`src/rtl/spi_cmd_pkg.sv`:
```
// Shared constants and opcode type for the serial command decoder.
// Assumes a fixed 16-bit frame with the opcode in the two leading bits.
package spi_cmd_pkg;
    localparam int FRAME_BITS = 16;
    localparam int OP_BITS    = 2;
    localparam int CNT_W      = $clog2(FRAME_BITS + 2);
    localparam int IDX_W      = $clog2(FRAME_BITS);
    localparam int DATA_W     = 8;
    localparam int CFG_W      = 10;
    localparam int MASK_W     = 4;
    localparam int TXW_W      = DATA_W + 1;
    localparam int LOW_W      = FRAME_BITS - OP_BITS;
    // field positions the core and host rely on
    localparam int MASK_LSB   = CFG_W;
    localparam int HOLD_BIT   = 10;
    localparam int RTS_BIT    = 9;
    localparam int CTS_BIT    = 9;

    typedef enum logic [OP_BITS-1:0] {
        OP_RD_DATA = 2'b00,
        OP_RD_CFG  = 2'b01,
        OP_WR_DATA = 2'b10,
        OP_WR_CFG  = 2'b11
    } op_e;
endpackage

```
`src/rtl/spi_pin_sync.sv`:
```
// Synchronizer chain for asynchronous pins.
// Assumes each pin changes far slower than clk; STAGES >= 2.
module spi_pin_sync #(
    parameter int               WIDTH   = 3,
    parameter int               STAGES  = 2,
    parameter logic [WIDTH-1:0] RST_VAL = '0
) (
    input  logic             clk,
    input  logic             rst_n,
    input  logic [WIDTH-1:0] pin_i,
    output logic [WIDTH-1:0] sync_o
);
    logic [WIDTH-1:0] chain_q [STAGES];

    // shift the pin levels through the chain
    always_ff @(posedge clk) begin
        if (!rst_n) begin
            for (int s = 0; s < STAGES; s++) chain_q[s] <= RST_VAL;
        end else begin
            chain_q[0] <= pin_i;
            for (int s = 1; s < STAGES; s++) chain_q[s] <= chain_q[s-1];
        end
    end

    assign sync_o = chain_q[STAGES-1];
endmodule

```
`src/rtl/spi_frame_rx.sv`:
```
// Frame assembler: counts rising SCLK edges, shifts in MOSI, counts falling
// edges for the output index, and raises opcode, full and commit strobes.
// Assumes synchronized, edge-detected pins in the clk domain.
module spi_frame_rx
    import spi_cmd_pkg::*;
(
    input  logic                  clk,
    input  logic                  rst_n,
    input  logic                  cs_start_i,
    input  logic                  cs_end_i,
    input  logic                  cs_active_i,
    input  logic                  sclk_rise_i,
    input  logic                  sclk_fall_i,
    input  logic                  mosi_i,
    output logic [FRAME_BITS-1:0] word_o,
    output logic                  op_stb_o,
    output logic                  full_stb_o,
    output logic                  commit_stb_o,
    output logic [CNT_W-1:0]      out_idx_o
);
    localparam logic [CNT_W-1:0] CNT_FULL = CNT_W'(FRAME_BITS);
    localparam logic [CNT_W-1:0] CNT_OVER = CNT_W'(FRAME_BITS + 1);
    localparam logic [CNT_W-1:0] CNT_LAST = CNT_W'(FRAME_BITS - 1);
    localparam logic [CNT_W-1:0] CNT_OP   = CNT_W'(OP_BITS - 1);

    logic [CNT_W-1:0]      bit_cnt_q;
    logic [CNT_W-1:0]      out_idx_q;
    logic [FRAME_BITS-1:0] shreg_q;
    logic                  take_bit;

    assign take_bit = cs_active_i && sclk_rise_i;

    // rising-edge counter, saturating one past a full frame
    always_ff @(posedge clk) begin
        if (!rst_n)                              bit_cnt_q <= '0;
        else if (cs_start_i)                     bit_cnt_q <= '0;
        else if (take_bit && bit_cnt_q != CNT_OVER) bit_cnt_q <= bit_cnt_q + 1'b1;
    end

    // falling-edge counter selecting the outgoing bit
    always_ff @(posedge clk) begin
        if (!rst_n)                              out_idx_q <= '0;
        else if (cs_start_i)                     out_idx_q <= '0;
        else if (cs_active_i && sclk_fall_i && out_idx_q != CNT_FULL)
            out_idx_q <= out_idx_q + 1'b1;
    end

    // input shift register, MSB arrives first
    always_ff @(posedge clk) begin
        if (!rst_n)        shreg_q <= '0;
        else if (take_bit) shreg_q <= {shreg_q[FRAME_BITS-2:0], mosi_i};
    end

    // progress strobes toward the command executor
    always_ff @(posedge clk) begin
        if (!rst_n) begin
            op_stb_o     <= 1'b0;
            full_stb_o   <= 1'b0;
            commit_stb_o <= 1'b0;
        end else begin
            op_stb_o     <= take_bit && (bit_cnt_q == CNT_OP);
            full_stb_o   <= take_bit && (bit_cnt_q == CNT_LAST);
            commit_stb_o <= cs_end_i && (bit_cnt_q == CNT_FULL);
        end
    end

    assign word_o    = shreg_q;
    assign out_idx_o = out_idx_q;

    // a commit only follows chip-select release
    assert_commit_after_release_R3: assert property (@(posedge clk) disable iff (!rst_n)
        commit_stb_o |-> !cs_active_i);
    // the frame counter never moves while deselected
    assert_count_frozen_idle_R3: assert property (@(posedge clk) disable iff (!rst_n)
        (!cs_active_i && !cs_start_i) |=> $stable(bit_cnt_q));
endmodule

```
`src/rtl/spi_cmd_exec.sv`:
```
// Command executor: builds the outgoing word, decodes committed frames into
// core strobes, updates masks at frame end and defers line settings until
// the transmitter is idle. Assumes strobes from spi_frame_rx.
module spi_cmd_exec
    import spi_cmd_pkg::*;
(
    input  logic                  clk,
    input  logic                  rst_n,
    input  logic                  cs_start_i,
    input  logic                  op_stb_i,
    input  logic                  full_stb_i,
    input  logic                  commit_stb_i,
    input  logic [FRAME_BITS-1:0] word_i,
    input  logic                  rx_ready_i,
    input  logic                  tx_empty_i,
    input  logic                  cts_n_i,
    input  logic                  rx_parity_i,
    input  logic [DATA_W-1:0]     rx_data_i,
    input  logic                  tx_busy_i,
    output logic [FRAME_BITS-1:0] out_word_o,
    output logic [CFG_W-1:0]      cfg_o,
    output logic [MASK_W-1:0]     mask_o,
    output logic                  rts_n_o,
    output logic                  cfg_clear_stb_o,
    output logic                  tx_load_stb_o,
    output logic [TXW_W-1:0]      tx_word_o,
    output logic                  rd_pop_stb_o
);
    op_e                  op_full;
    op_e                  op_early;
    logic [OP_BITS-1:0]   stat_q;
    logic [LOW_W-1:0]     low_q;
    logic [CFG_W-1:0]     cfg_q;
    logic [CFG_W-1:0]     cfg_rb_q;
    logic [CFG_W-1:0]     pend_q;
    logic                 pend_v_q;
    logic [MASK_W-1:0]    mask_q;
    logic                 rts_n_q;
    logic [TXW_W-1:0]     tx_word_q;
    logic [LOW_W-1:0]     data_fields;

    assign op_full  = op_e'(word_i[FRAME_BITS-1 -: OP_BITS]);
    assign op_early = op_e'(word_i[OP_BITS-1:0]);
    assign data_fields = {{(LOW_W-CTS_BIT-1){1'b0}}, ~cts_n_i, rx_parity_i, rx_data_i};

    // outgoing word: status at frame start, fields once opcode is known
    always_ff @(posedge clk) begin
        if (!rst_n) begin
            stat_q <= '0;
            low_q  <= '0;
        end else if (cs_start_i) begin
            stat_q <= {rx_ready_i, tx_empty_i};
            low_q  <= '0;
        end else if (op_stb_i) begin
            case (op_early)
                OP_RD_CFG:  low_q <= {mask_q, cfg_rb_q};
                OP_RD_DATA,
                OP_WR_DATA: low_q <= data_fields;
                default:    low_q <= '0;
            endcase
        end
    end

    // interrupt masks take effect as soon as the full frame is in
    always_ff @(posedge clk) begin
        if (!rst_n)                                 mask_q <= '0;
        else if (full_stb_i && op_full == OP_WR_CFG) mask_q <= word_i[MASK_LSB +: MASK_W];
    end

    // line settings: stage on commit, apply when transmitter idle
    always_ff @(posedge clk) begin
        if (!rst_n) begin
            cfg_q    <= '0;
            cfg_rb_q <= '0;
            pend_q   <= '0;
            pend_v_q <= 1'b0;
        end else if (commit_stb_i && op_full == OP_WR_CFG) begin
            pend_q   <= word_i[CFG_W-1:0];
            cfg_rb_q <= word_i[CFG_W-1:0];
            pend_v_q <= 1'b1;
        end else if (pend_v_q && !tx_busy_i) begin
            cfg_q    <= pend_q;
            pend_v_q <= 1'b0;
        end
    end

    // committed frames become one-cycle core strobes and pin updates
    always_ff @(posedge clk) begin
        if (!rst_n) begin
            cfg_clear_stb_o <= 1'b0;
            tx_load_stb_o   <= 1'b0;
            rd_pop_stb_o    <= 1'b0;
            rts_n_q         <= 1'b1;
            tx_word_q       <= '0;
        end else begin
            cfg_clear_stb_o <= 1'b0;
            tx_load_stb_o   <= 1'b0;
            rd_pop_stb_o    <= 1'b0;
            if (commit_stb_i) begin
                case (op_full)
                    OP_WR_CFG:  cfg_clear_stb_o <= 1'b1;
                    OP_RD_DATA: rd_pop_stb_o    <= 1'b1;
                    OP_WR_DATA: begin
                        rts_n_q <= ~word_i[RTS_BIT];
                        if (!word_i[HOLD_BIT]) begin
                            tx_load_stb_o <= 1'b1;
                            tx_word_q     <= word_i[TXW_W-1:0];
                        end
                    end
                    default: ;
                endcase
            end
        end
    end

    assign out_word_o = {stat_q, low_q};
    assign cfg_o      = cfg_q;
    assign mask_o     = mask_q;
    assign rts_n_o    = rts_n_q;
    assign tx_word_o  = tx_word_q;

    // strobes never coincide
    assert_strobes_exclusive_R12: assert property (@(posedge clk) disable iff (!rst_n)
        $onehot0({cfg_clear_stb_o, tx_load_stb_o, rd_pop_stb_o}));
    // every strobe lasts one cycle
    assert_strobe_single_R12: assert property (@(posedge clk) disable iff (!rst_n)
        (cfg_clear_stb_o || tx_load_stb_o || rd_pop_stb_o)
        |=> !(cfg_clear_stb_o || tx_load_stb_o || rd_pop_stb_o));
    // line settings move only out of an idle-transmitter cycle
    assert_cfg_waits_idle_R6: assert property (@(posedge clk) disable iff (!rst_n)
        !$stable(cfg_o) |-> !$past(tx_busy_i));
    // masks move only right after a full frame
    assert_mask_after_full_R5: assert property (@(posedge clk) disable iff (!rst_n)
        !$stable(mask_o) |-> $past(full_stb_i));
    // request-to-send moves only on a commit
    assert_rts_on_commit_R8: assert property (@(posedge clk) disable iff (!rst_n)
        !$stable(rts_n_o) |-> $past(commit_stb_i));
    // hold-only frames never load the buffer
    assert_hold_blocks_load_R8: assert property (@(posedge clk) disable iff (!rst_n)
        tx_load_stb_o |-> !$past(word_i[HOLD_BIT]));
endmodule

```
`src/rtl/spi_cmd_decoder.sv`:
```
// Top: synchronizes the serial pins, detects edges, and wires the frame
// assembler and command executor; selects the outgoing MISO bit.
// Assumes SCLK half periods span several clk cycles.
module spi_cmd_decoder
    import spi_cmd_pkg::*;
#(
    parameter int SYNC_STAGES = 2
) (
    input  logic              clk,
    input  logic              rst_n,
    input  logic              sclk_i,
    input  logic              csn_i,
    input  logic              mosi_i,
    output logic              miso_o,
    output logic              miso_oe_o,
    input  logic              rx_ready_i,
    input  logic              tx_empty_i,
    input  logic [7:0]        rx_data_i,
    input  logic              rx_parity_i,
    input  logic              cts_n_i,
    input  logic              tx_busy_i,
    output logic [9:0]        cfg_o,
    output logic [3:0]        mask_o,
    output logic              rts_n_o,
    output logic              cfg_clear_stb_o,
    output logic              tx_load_stb_o,
    output logic [8:0]        tx_word_o,
    output logic              rd_pop_stb_o
);
    localparam logic [CNT_W-1:0] IDX_END = CNT_W'(FRAME_BITS);
    localparam logic [IDX_W-1:0] IDX_TOP = IDX_W'(FRAME_BITS - 1);

    logic [2:0]            pins_sync;
    logic                  sclk_s, csn_s, mosi_s;
    logic                  sclk_prev_q, csn_prev_q;
    logic                  sclk_rise, sclk_fall, cs_start, cs_end, cs_active;
    logic [FRAME_BITS-1:0] word;
    logic                  op_stb, full_stb, commit_stb;
    logic [CNT_W-1:0]      out_idx;
    logic [FRAME_BITS-1:0] out_word;
    logic [IDX_W-1:0]      out_sel;

    spi_pin_sync #(.WIDTH(3), .STAGES(SYNC_STAGES), .RST_VAL(3'b010)) u_sync (
        .clk   (clk),
        .rst_n (rst_n),
        .pin_i ({mosi_i, csn_i, sclk_i}),
        .sync_o(pins_sync)
    );

    assign {mosi_s, csn_s, sclk_s} = pins_sync;

    // previous levels for edge detection
    always_ff @(posedge clk) begin
        if (!rst_n) begin
            sclk_prev_q <= 1'b0;
            csn_prev_q  <= 1'b1;
        end else begin
            sclk_prev_q <= sclk_s;
            csn_prev_q  <= csn_s;
        end
    end

    assign sclk_rise = sclk_s & ~sclk_prev_q;
    assign sclk_fall = ~sclk_s & sclk_prev_q;
    assign cs_start  = ~csn_s & csn_prev_q;
    assign cs_end    = csn_s & ~csn_prev_q;
    assign cs_active = ~csn_s;

    spi_frame_rx u_frame (
        .clk         (clk),
        .rst_n       (rst_n),
        .cs_start_i  (cs_start),
        .cs_end_i    (cs_end),
        .cs_active_i (cs_active),
        .sclk_rise_i (sclk_rise),
        .sclk_fall_i (sclk_fall),
        .mosi_i      (mosi_s),
        .word_o      (word),
        .op_stb_o    (op_stb),
        .full_stb_o  (full_stb),
        .commit_stb_o(commit_stb),
        .out_idx_o   (out_idx)
    );

    spi_cmd_exec u_exec (
        .clk            (clk),
        .rst_n          (rst_n),
        .cs_start_i     (cs_start),
        .op_stb_i       (op_stb),
        .full_stb_i     (full_stb),
        .commit_stb_i   (commit_stb),
        .word_i         (word),
        .rx_ready_i     (rx_ready_i),
        .tx_empty_i     (tx_empty_i),
        .cts_n_i        (cts_n_i),
        .rx_parity_i    (rx_parity_i),
        .rx_data_i      (rx_data_i),
        .tx_busy_i      (tx_busy_i),
        .out_word_o     (out_word),
        .cfg_o          (cfg_o),
        .mask_o         (mask_o),
        .rts_n_o        (rts_n_o),
        .cfg_clear_stb_o(cfg_clear_stb_o),
        .tx_load_stb_o  (tx_load_stb_o),
        .tx_word_o      (tx_word_o),
        .rd_pop_stb_o   (rd_pop_stb_o)
    );

    // outgoing bit select, MSB first, zero past the frame
    assign out_sel   = IDX_TOP - out_idx[IDX_W-1:0];
    assign miso_o    = (out_idx < IDX_END) ? out_word[out_sel] : 1'b0;
    assign miso_oe_o = ~csn_i;

    // MISO moves only after a falling SCLK edge or a frame start
    assert_miso_on_fall_R2: assert property (@(posedge clk) disable iff (!rst_n)
        !$stable(miso_o) |-> $past(sclk_fall || cs_start));
endmodule

```
`config.mk`:
```
export PLATFORM = sky130hd
export DESIGN_NAME = spi_cmd_decoder
export DESIGN_NICKNAME = d
export VERILOG_FILES = /design/src/rtl/spi_cmd_pkg.sv /design/src/rtl/spi_pin_sync.sv /design/src/rtl/spi_frame_rx.sv /design/src/rtl/spi_cmd_exec.sv /design/src/rtl/spi_cmd_decoder.sv
export SDC_FILE = /design/constraint.sdc
export NUM_CORES = 1
export LEC_CHECK = 0
export ABC_CLOCK_PERIOD_IN_PS = 4150
export BUFFER_PORTS_ARGS = -buffer_cell sky130_fd_sc_hd__buf_4
export CAP_MARGIN = 20
export CORE_UTILIZATION = 35
export CTS_CLUSTER_DIAMETER = 80
export CTS_CLUSTER_SIZE = 10
export DETAILED_ROUTE_END_ITERATION = 8
export PLACE_DENSITY_LB_ADDON = 0.2
export SLEW_MARGIN = 20
export SYNTH_ARGS = -nofsm -noshare
export SYNTH_HDL_FRONTEND = slang
export SYNTH_SLANG_ARGS = --single-unit
export TNS_END_PERCENT = 20
```
`constraint.sdc`:
```
create_clock -name clk -period 4.15 [get_ports clk]
set_input_delay 0.2075 -clock clk [delete_from_list [all_inputs] [get_ports clk]]
set_output_delay 0.2075 -clock clk [all_outputs]
set_load 0.03 [all_outputs]
```
=== Yosys cells after proc, flatten, opt, wreduce, memory -nomap -nowiden ===
Memory sizes are Yosys's and may differ from the RTL's.
Cells that the tools add are included.
W data, S select, Z words.

* Memory bits (writable): 6
* Input port bits: 18
* Memories: 1
* Output and inout port bits: 29
* Bits in registers: 85

* Add/subtract/negate cells: 3
* Muxes and demuxes: 13
* Bitwise operators: 16
* Reductions and logical operators: 21
* Order comparisons: 2
* Equal/unequal tests: 9

{| class="wikitable"
|+ Memory list
! name !! depth !! bits a word !! rd ports !! clocked after Yosys merged registers in !! wr ports !! line !! RTL
|-
| u_sync.chain_q || 2 || 3 || 2 || 0 || 2 || spi_pin_sync.sv:13 || <nowiki>logic [WIDTH-1:0] chain_q [STAGES];</nowiki>
|}

{| class="wikitable"
|+ Operators by type and width
! cell !! number
|-
| $pmux W14 S2 || 1
|-
| $add A5 B1 Y5 const B || 2
|-
| $logic_and A1 B1 Y1 || 10
|-
| $ne A5 B5 Y1 const B || 2
|-
| $not A1 Y1 || 10
|-
| $mux W1 || 9
|-
| $eq A2 B2 Y1 const B || 3
|-
| $mux W3 || 2
|-
| $reduce_and A2 Y1 || 3
|-
| $reduce_and A3 Y1 || 2
|-
| $eq A5 B1 Y1 const B || 1
|-
| $eq A5 B4 Y1 const B || 1
|-
| $eq A5 B5 Y1 const B || 1
|-
| $lt A4 B5 Y1 const B || 1
|-
| $lt A5 B5 Y1 const B || 1
|-
| $and A1 B1 Y1 || 4
|-
| $bmux W1 S4 || 1
|-
| $logic_not A2 Y1 || 2
|-
| $reduce_or A2 Y1 || 2
|-
| $sub A4 B4 Y4 const A || 1
|-
| $eq A2 B1 Y1 const B || 1
|-
| $or A1 B1 Y1 || 2
|-
| $reduce_bool A2 Y1 || 1
|-
| $logic_not A1 Y1 || 1
|}

=== Logic depth before layout (Yosys ltp) ===
Gate-level depths: netlist of the first run.
An unclocked memory read counts as a cell.

* Word-level depth: 5
* Gate-level depth with buffers: 5
* Depth with buffers taken out: 5

=== Modules after synthesis ===
A second synthesis of the first run with hierarchy kept.

* Cell total of the unflattened synthesis: 420
* Area total of the unflattened synthesis: 3733.6 sq um

{| class="wikitable"
|+ Modules (own cells, without submodules)
! module !! area each (sq um) !! sequential area each (sq um) !! cells an instance !! instances
|-
| spi_cmd_exec || 2095.8 || 1081.0 || 239 || 1
|-
| spi_frame_rx || 1228.7 || 580.6 || 141 || 1
|-
| spi_cmd_decoder || 229.0 || 40.0 || 25 || 1
|-
| spi_pin_sync || 180.2 || 120.1 || 15 || 1
|}

=== Worst setup path before layout of the first run ===
Ideal clock, no wire load.

* Path type: reg2out
* Start point: register u_frame.out_idx_q[0], in the netlist u_frame.out_idx_o[0]
* End point: output port miso_o
* Data arrival time: 1.417 ns
* Stages on the path, launching flop included: 6
* Path slack: 2.526 ns
* Required time: 3.943 ns
* Cell sequence: dfxtp_1 -> buf_6 -> mux4_2 -> or2_1 -> nand4_1 -> a21oi_1

* Cells in the longest elaborated chain, start to end: 4

{| class="wikitable"
|+ Ends and longest elaborated chain
! element !! line !! RTL
|-
| start, declared || spi_frame_rx.sv:27 || <nowiki>logic [CNT_W-1:0] out_idx_q;</nowiki>
|-
| start signal, assigned || spi_frame_rx.sv:45 || <nowiki>out_idx_q <= out_idx_q + 1'b1;</nowiki>
|-
| $sub A4 B4 Y4 || spi_cmd_decoder.sv:110 || <nowiki>assign out_sel = IDX_TOP - out_idx[IDX_W-1:0];</nowiki>
|-
| $bmux W1 S4 || spi_cmd_decoder.sv:111 || <nowiki>assign miso_o = (out_idx < IDX_END) ? out_word[out_sel] : 1'b0;</nowiki>
|-
| $mux W1 (implied by the code) || spi_cmd_decoder.sv:111 ||
|-
| $mux W1 (*) || spi_cmd_decoder.sv:111 ||
|-
| end, declared || spi_cmd_decoder.sv:14 || <nowiki>output logic miso_o,</nowiki>
|}

Mark *: on every way between the ends. The rest lies on a longest branch, timed or not. The select of a mux whose other input is x is not followed.

=== Final worst setup path of the first run ===
Same ends and word-level chain as after synthesis.

==> results of run 1 <==
-- cells by family (layout without fill, tap and decap cells) --
family / count (synthesis) / in the layout / share of synthesized area [%]
buffers and inverters: 32 / 67 / 4.216
AO/OA/AOI/OAI: 72 / 72 / 13.90
AND/OR/NAND/NOR: 171 / 171 / 23.04
XOR/XNOR: 5 / 5 / 1.181
flip-flops: 91 / 91 / 49.11
multiplexers: 23 / 23 / 6.880
adder cells (fa/ha/maj): 5 / 5 / 1.686
-- worst max-delay path: cells and delay by family, from the launching register on --
family,cells,cell delay (ns)
DFF,1,0.58
AOI/OAI and AO/OA,1,0.08
muxes,1,0.54
buffers and inverters,1,0.17
and+or+nand+nor,2,0.30
-- flip-flops by register name (all words and copies together) (netlist names), 2 cells and up --
register           flops
u_frame.word_o        16
u_exec.tx_word_o       9
u_frame.out_idx_o      5
u_sync.chain_q         6
u_exec.mask_o          4
u_exec.pend_q         10
u_frame.bit_cnt_q      5
u_exec.stat_q          2
u_exec.low_q          14
u_exec.cfg_o          10
-- final cells by class --
type                    instances  area, um2  share of cell area (%)
clock buffers                  10      137.6                   3.212
repair buffers                 46      345.3                   8.058
inverters                       7      26.28                  0.6131
well taps                     136      170.2                   3.971
flip-flops and latches         91       1822                   42.51
multi-input cells             276       1732                   40.41
clock inverters                 4      52.55                   1.226
-- metal layers --
| metal | global-route usage, % | vias to the layer above | routed length (um) |
|---|---|---|---|
| li1 | - | 1397 | - |
| met1 | 20.65 | 1183 | 3907 |
| met2 | 21.76 | 49 | 3388 |
| met3 | 2.682 | 10 | 299 |
| met4 | 6.640 | 0 | 144 |
| met5 | 0 | - | 0 |
-- stage by stage --
step / instance area, um2 / setup slack, ns / hold WS (ns) / total power (uW) / util [%]
2_1_floorplan: 3710 / 2.526 / 0.3348 / 933.4 / -
3_3_place_gp: 4095 / 2.289 / 0.3950 / 951.8 / 39.85
3_5_place_dp: 4095 / 2.238 / 0.4023 / 951.9 / 39.85
4_1_cts: 4285 / 1.889 / 0.03343 / 1534 / 41.70
5_1_grt: 4285 / 1.796 / 0.04116 / 1576 / 41.70
6_report: 4285 / 1.910 / 0.04403 / 1514 / 41.70
-- cell usage in the layout, fill, tap and decap left out, types with 7 or more instances in the layout --
cell type / Yosys / routed
nor2_1: 20 / 20
clkbuf_8: 0 / 10
and2_1: 8 / 8
mux2i_1: 21 / 21
a211oi_1: 8 / 8
nand2_1: 75 / 75
inv_1: 7 / 7
nand2b_1: 7 / 7
nor2b_1: 26 / 26
nand3_1: 10 / 10
a21boi_0: 26 / 26
a21oi_1: 19 / 19
buf_4: 1 / 46
dfxtp_1: 91 / 91
a21boi_1: 10 / 10
-- how the worst max path moves through the flow --
stage	startpoint	end	slack, ns	cells after the start
floorplan	u_frame.out_idx_o[0]	miso_o	2.53	5
detailed placement	rst_n	u_exec.low_q[0]	2.24	3
global route	u_frame.out_idx_o[0]	miso_o	1.80	5
global placement	u_frame.word_o[14]	u_exec.cfg_o[9]	2.29	4
finish	u_frame.out_idx_o[0]	miso_o	1.91	5
CTS	u_frame.out_idx_o[0]	miso_o	1.89	5
-- power breakdown --
group / switching [uW] / leakage [uW] / internal, uW
combinational: 25.3 / 0.000767 / 26.4
clock: 295 / 0.0000865 / 288
sequential: 2.85 / 0.000734 / 876
total: 323 / 0.00159 / 1190
==> metrics.txt, run 1 <==
total placed cells including tap cells=556; area fraction of the dominant cell type after synthesis=49.11%; cell with the most instances after synthesis=dfxtp_1; Post-Syn Nets=422; Chip Height=105.0 um; maximum number of pins on one net before global-route repair=69; hold crit path type=in -> reg; DRT iter0 DRCs=105; Clock Skews=0.01033 ns; max cap viols=0; Area growth syn-to-layout=15.51%; DRC errors left=0; Mapped Area=3710 um2; number of register bits inferred by synthesis=91; number of buffers added on ports=46; Clock transition at path regs=0.09 ns; slew at the pin closest to its max-slew limit=1.009 ns; endpoint of the worst hold-timing path=u_sync.chain_q[0][1]; crit path capture type=output port; clock tree from TritonCTS=built; initial antenna violation count=0; final instance count without filler cells=570; final routed wire length divided by cell count=13.58 um; final hold violation count=0; initial core utilization=36.10%; all-layer global routing usage=14.68%; Avg Vias per Cell=4.630; Worst slew margin=32.71%; leading post-synthesis cells by cell area=dfxtp_1, nand2_1, mux2i_1; fraction of the cycle the final worst path needs=53.99%; total overflow reported by the global router=0; first-pass iteration count of the detailed router=4; number of gates given a new drive strength after cts=0; die width=105.0 um; cell at the slowest stage of the critical path=dfxtp_1; setup repair after global routing missed its margin=false; # H-tree levels=3; share of cells above drive strength 1=16.36%; number of synthesized flops with an enable pin=0; final max-slew violation count=0; Top Ports=47; filler cell count in the final layout=1,034; clock network latency to the later pin of the worst-skew pair=0.35 ns; clk buf depth=2; cells along the critical path=mux4_2 -> or2_1 -> nand4_1 -> a21oi_1 -> buf_4; share of flip-flops with an asynchronous set or reset after synthesis=0%; highest clock rate=446.3 MHz; row count=37; Mean Syn Cell Area=9.298 um2; Std-Cell Core Area=10,280 um2; distinct cell type count of the synthesized netlist=43; Clock Tree Root=clkbuf_8; Setup Buffers After CTS=0; area leader, netlist=dfxtp_1; final count of negative-setup-slack endpoints=0; number of antenna-violating nets in the routed design=0; launch point of the worst reg-to-reg path=u_frame.word_o[14]; DP Wirelength=5310 um; Critical Setup Path Class=reg -> out; final total negative setup slack=0 ns; Total Die Area=11,020 um2; first-pass GRT wire length=12,540 um; critical path startpoint category=flop; R2R cell count=4; commonest cells in the netlist=dfxtp_1, nand2_1, a21boi_0, nor2b_1, mux2i_1; final critical path time including I/O delays and setup=2.240 ns; power density over the cells=353.3 nW/um2; status=complete, no violations; Total Wirelength=7739 um; Syn Inst Count=399; FF-to-FF End=u_exec.cfg_o[7]; peak fanout along the critical path=10; antenna cell count=0; leakage=0.001588 uW; cts-stage hold buffer count=0; routed via count=2,639; number of warnings reported in the yosys synthesis log=0; Required @ worst endpoint=3.94 ns; number of buffers inserted during clock tree synthesis=9; worst hold path stage count=3; Total Nets Final=454; via count of the first global-routing pass=2,444; flip-flop cell with the highest count after synthesis=dfxtp_1; clock sink total=91; hold_sp=csn_i; fraction of the yosys area taken by sequential cells=49.11%; GP Congestion=0.7960; largest incremental delay on the critical path=0.58 ns; register-to-register setup slack=2.26 ns; Max VDD drop=0.1876 mV; CP Data Arrival Time=2.03 ns
(Power assumes the default switching activity.)
==> inputs of run 2 (changes only) <==
ABC_CLOCK_PERIOD_IN_PS = 2100   (was 4150)
clock period = 2.1 ns   (was 4.15 ns; I/O delays follow)
==> run 2 against run 1 <==
Effect of this change:
- utilization rose by 1.3 points
- worst hold slack got worse by 0.018 ns
- power rose by 110%
- non-clock buffer count rose by 9
- critical path type unchanged
- flip-flop and latch count did not move
- global-route usage rose by 0.20 points
- clock-buffer cell count rose by 3
- largest cell class unchanged
- highest routed layer unchanged
==> metrics.txt, run 2 (synthesis results as in run 1) <==
CP Data Arrival Time=1.87 ns (was 2.03 ns); Clock Skews=0.009266 ns (was 0.01033 ns); initial antenna violation count=0 (unchanged); Total Nets Final=463 (was 454); number of buffers added on ports=46 (unchanged); crit path capture type=output port (unchanged); max cap viols=0 (unchanged); Clock Tree Root=clkbuf_8 (unchanged); power density over the cells=731.4 nW/um2 (was 353.3 nW/um2); clk buf depth=2 (unchanged); DP Wirelength=5378 um (was 5310 um); total overflow reported by the global router=0 (unchanged); routed via count=2,732 (was 2,639); most frequent cells in the layout=dfxtp_1, nand2_1, buf_4, nor2b_1, a21boi_0 (unchanged); Area growth syn-to-layout=19.12% (was 15.51%); DRC errors left=0 (unchanged); final hold violation count=0 (unchanged); final routed wire length divided by cell count=13.56 um (was 13.58 um); Top Ports=47 (unchanged); final total negative setup slack=0 ns (unchanged); antenna cell count=0 (unchanged); hold crit path type=in -> reg (unchanged); clock tree from TritonCTS=built (unchanged); fraction of the cycle the final worst path needs=94.26%; row count=37 (unchanged); leakage=0.001667 uW (was 0.001588 uW); Std-Cell Core Area=10,280 um2 (unchanged); Total Wirelength=7876 um (was 7739 um); register-to-register setup slack=0.54 ns (was 2.26 ns); critical path startpoint category=flop (unchanged); Max VDD drop=0.2730 mV (was 0.1876 mV); all-layer global routing usage=14.87% (was 14.68%); highest clock rate=505.2 MHz; initial core utilization=36.10% (unchanged); GP Congestion=0.7631 (was 0.7960); maximum number of pins on one net before global-route repair=46 (was 69); number of buffers inserted during clock tree synthesis=9 (unchanged); setup repair after global routing missed its margin=false (unchanged); worst slack after detailed placement=0.3477 ns (was 2.238 ns); final count of negative-setup-slack endpoints=0 (unchanged); R2R cell count=4 (unchanged); Setup WS post-layout=0.1205 ns (was 1.910 ns); die width=105.0 um (unchanged); Required @ worst endpoint=2.00 ns (was 3.94 ns); worst setup path endpoint=miso_o (unchanged); DRT iter0 DRCs=141 (was 105); clock sink total=91 (unchanged); slew at the pin closest to its max-slew limit=0.6928 ns (was 1.009 ns); via count of the first global-routing pass=2,646 (was 2,444); Chip Height=105.0 um (unchanged); first-pass iteration count of the detailed router=4 (unchanged); critical path startpoint=u_frame.out_idx_o[0] (unchanged); flip-flop count of the largest register, all copies and words added=16 (unchanged); # H-tree levels=3 (unchanged); FF-to-FF End=u_exec.cfg_o[0] (was u_exec.cfg_o[7]); number of antenna-violating nets in the routed design=0 (unchanged); status=complete, no violations (unchanged); Worst slew margin=53.67% (was 32.71%); launch point of the worst reg-to-reg path=u_frame.word_o[14] (unchanged); final critical path time including I/O delays and setup=1.980 ns; Clock transition at path regs=0.09 ns (about the same); first-pass GRT wire length=13,030 um (was 12,540 um); peak fanout along the critical path=10 (unchanged); Avg Vias per Cell=4.702 (was 4.630); final max-slew violation count=0 (unchanged); commonest non-fill, non-tap cell in the layout=dfxtp_1 (unchanged); share of cells above drive strength 1=18.20% (was 16.36%); Total Die Area=11,020 um2 (unchanged); Critical Setup Path Class=reg -> out (unchanged); clock network latency to the later pin of the worst-skew pair=0.34 ns (was 0.35 ns)
[run 2: worst min path at each step]
stage,to,slack (ns),startpoint,cells after the start
3_5_place_dp,u_sync.chain_q[0][1],0.30,csn_i,3
6_report,u_exec.stat_q[1],0.03,rx_ready_i,3
2_1_floorplan,u_sync.chain_q[0][0],0.23,sclk_i,1
4_1_cts,u_exec.stat_q[0],0.0001,tx_empty_i,3
3_3_place_gp,u_sync.chain_q[0][1],0.30,csn_i,3
5_1_grt,u_exec.stat_q[1],0.02,rx_ready_i,3
[run 2: layout make-up]
type                    count  area (um2)
fillers                  1051        5858
clock inverters             3       67.56
clock buffers              13       178.9
flip-flops and latches     91        1824
repair buffers             55       420.4
well taps                 136       170.2
inverters                   7       26.28
multi-input cells         276        1732
[run 2: where the power goes]
group	switching (uW)	internal [uW]
sequential	5.52	1730
clock	582	801
combinational	52.7	58.5
total	641	2590
[run 2: critical path: stages, from the launching register on]
cell and delay (ns):
dfxtp_2 0.47, mux4_2 0.52, or2_1 0.21, nand4_1 0.09, a21oi_1 0.07, buf_4 0.17
[run 2: per-stage QoR]
step,hold WS [ns],area (um2),std cells,total power (uW),util [%]
after floorplan,0.2323,3710,399,1844,-
after global placement,0.3043,4140,562,1885,40.28
after detailed placement,0.3017,4140,562,1885,40.28
after CTS,0.0001142,4418,581,3278,42.99
after global routing,0.02278,4419,581,3364,43.00
final,0.02604,4419,581,3232,43.00
[run 2: what timing repair did]
item | in CTS | in global routing
pin swaps | 0 | 0
gates resized for setup | 1 | 1
hold endpoints to repair | 3 | 0
endpoints found under the setup margin | 1 | 1
hold buffers | 3 | 0
setup buffers | 0 | 0
[run 2: layer usage]
layer | wire length [um] | GRT usage (%) | vias up
met2 | 3476 | 22.61 | 41
met3 | 228 | 2.495 | 7
met4 | 85 | 6.036 | 0
li1 | - | - | 1419
met1 | 4085 | 20.85 | 1265
met5 | 0 | 0 | -
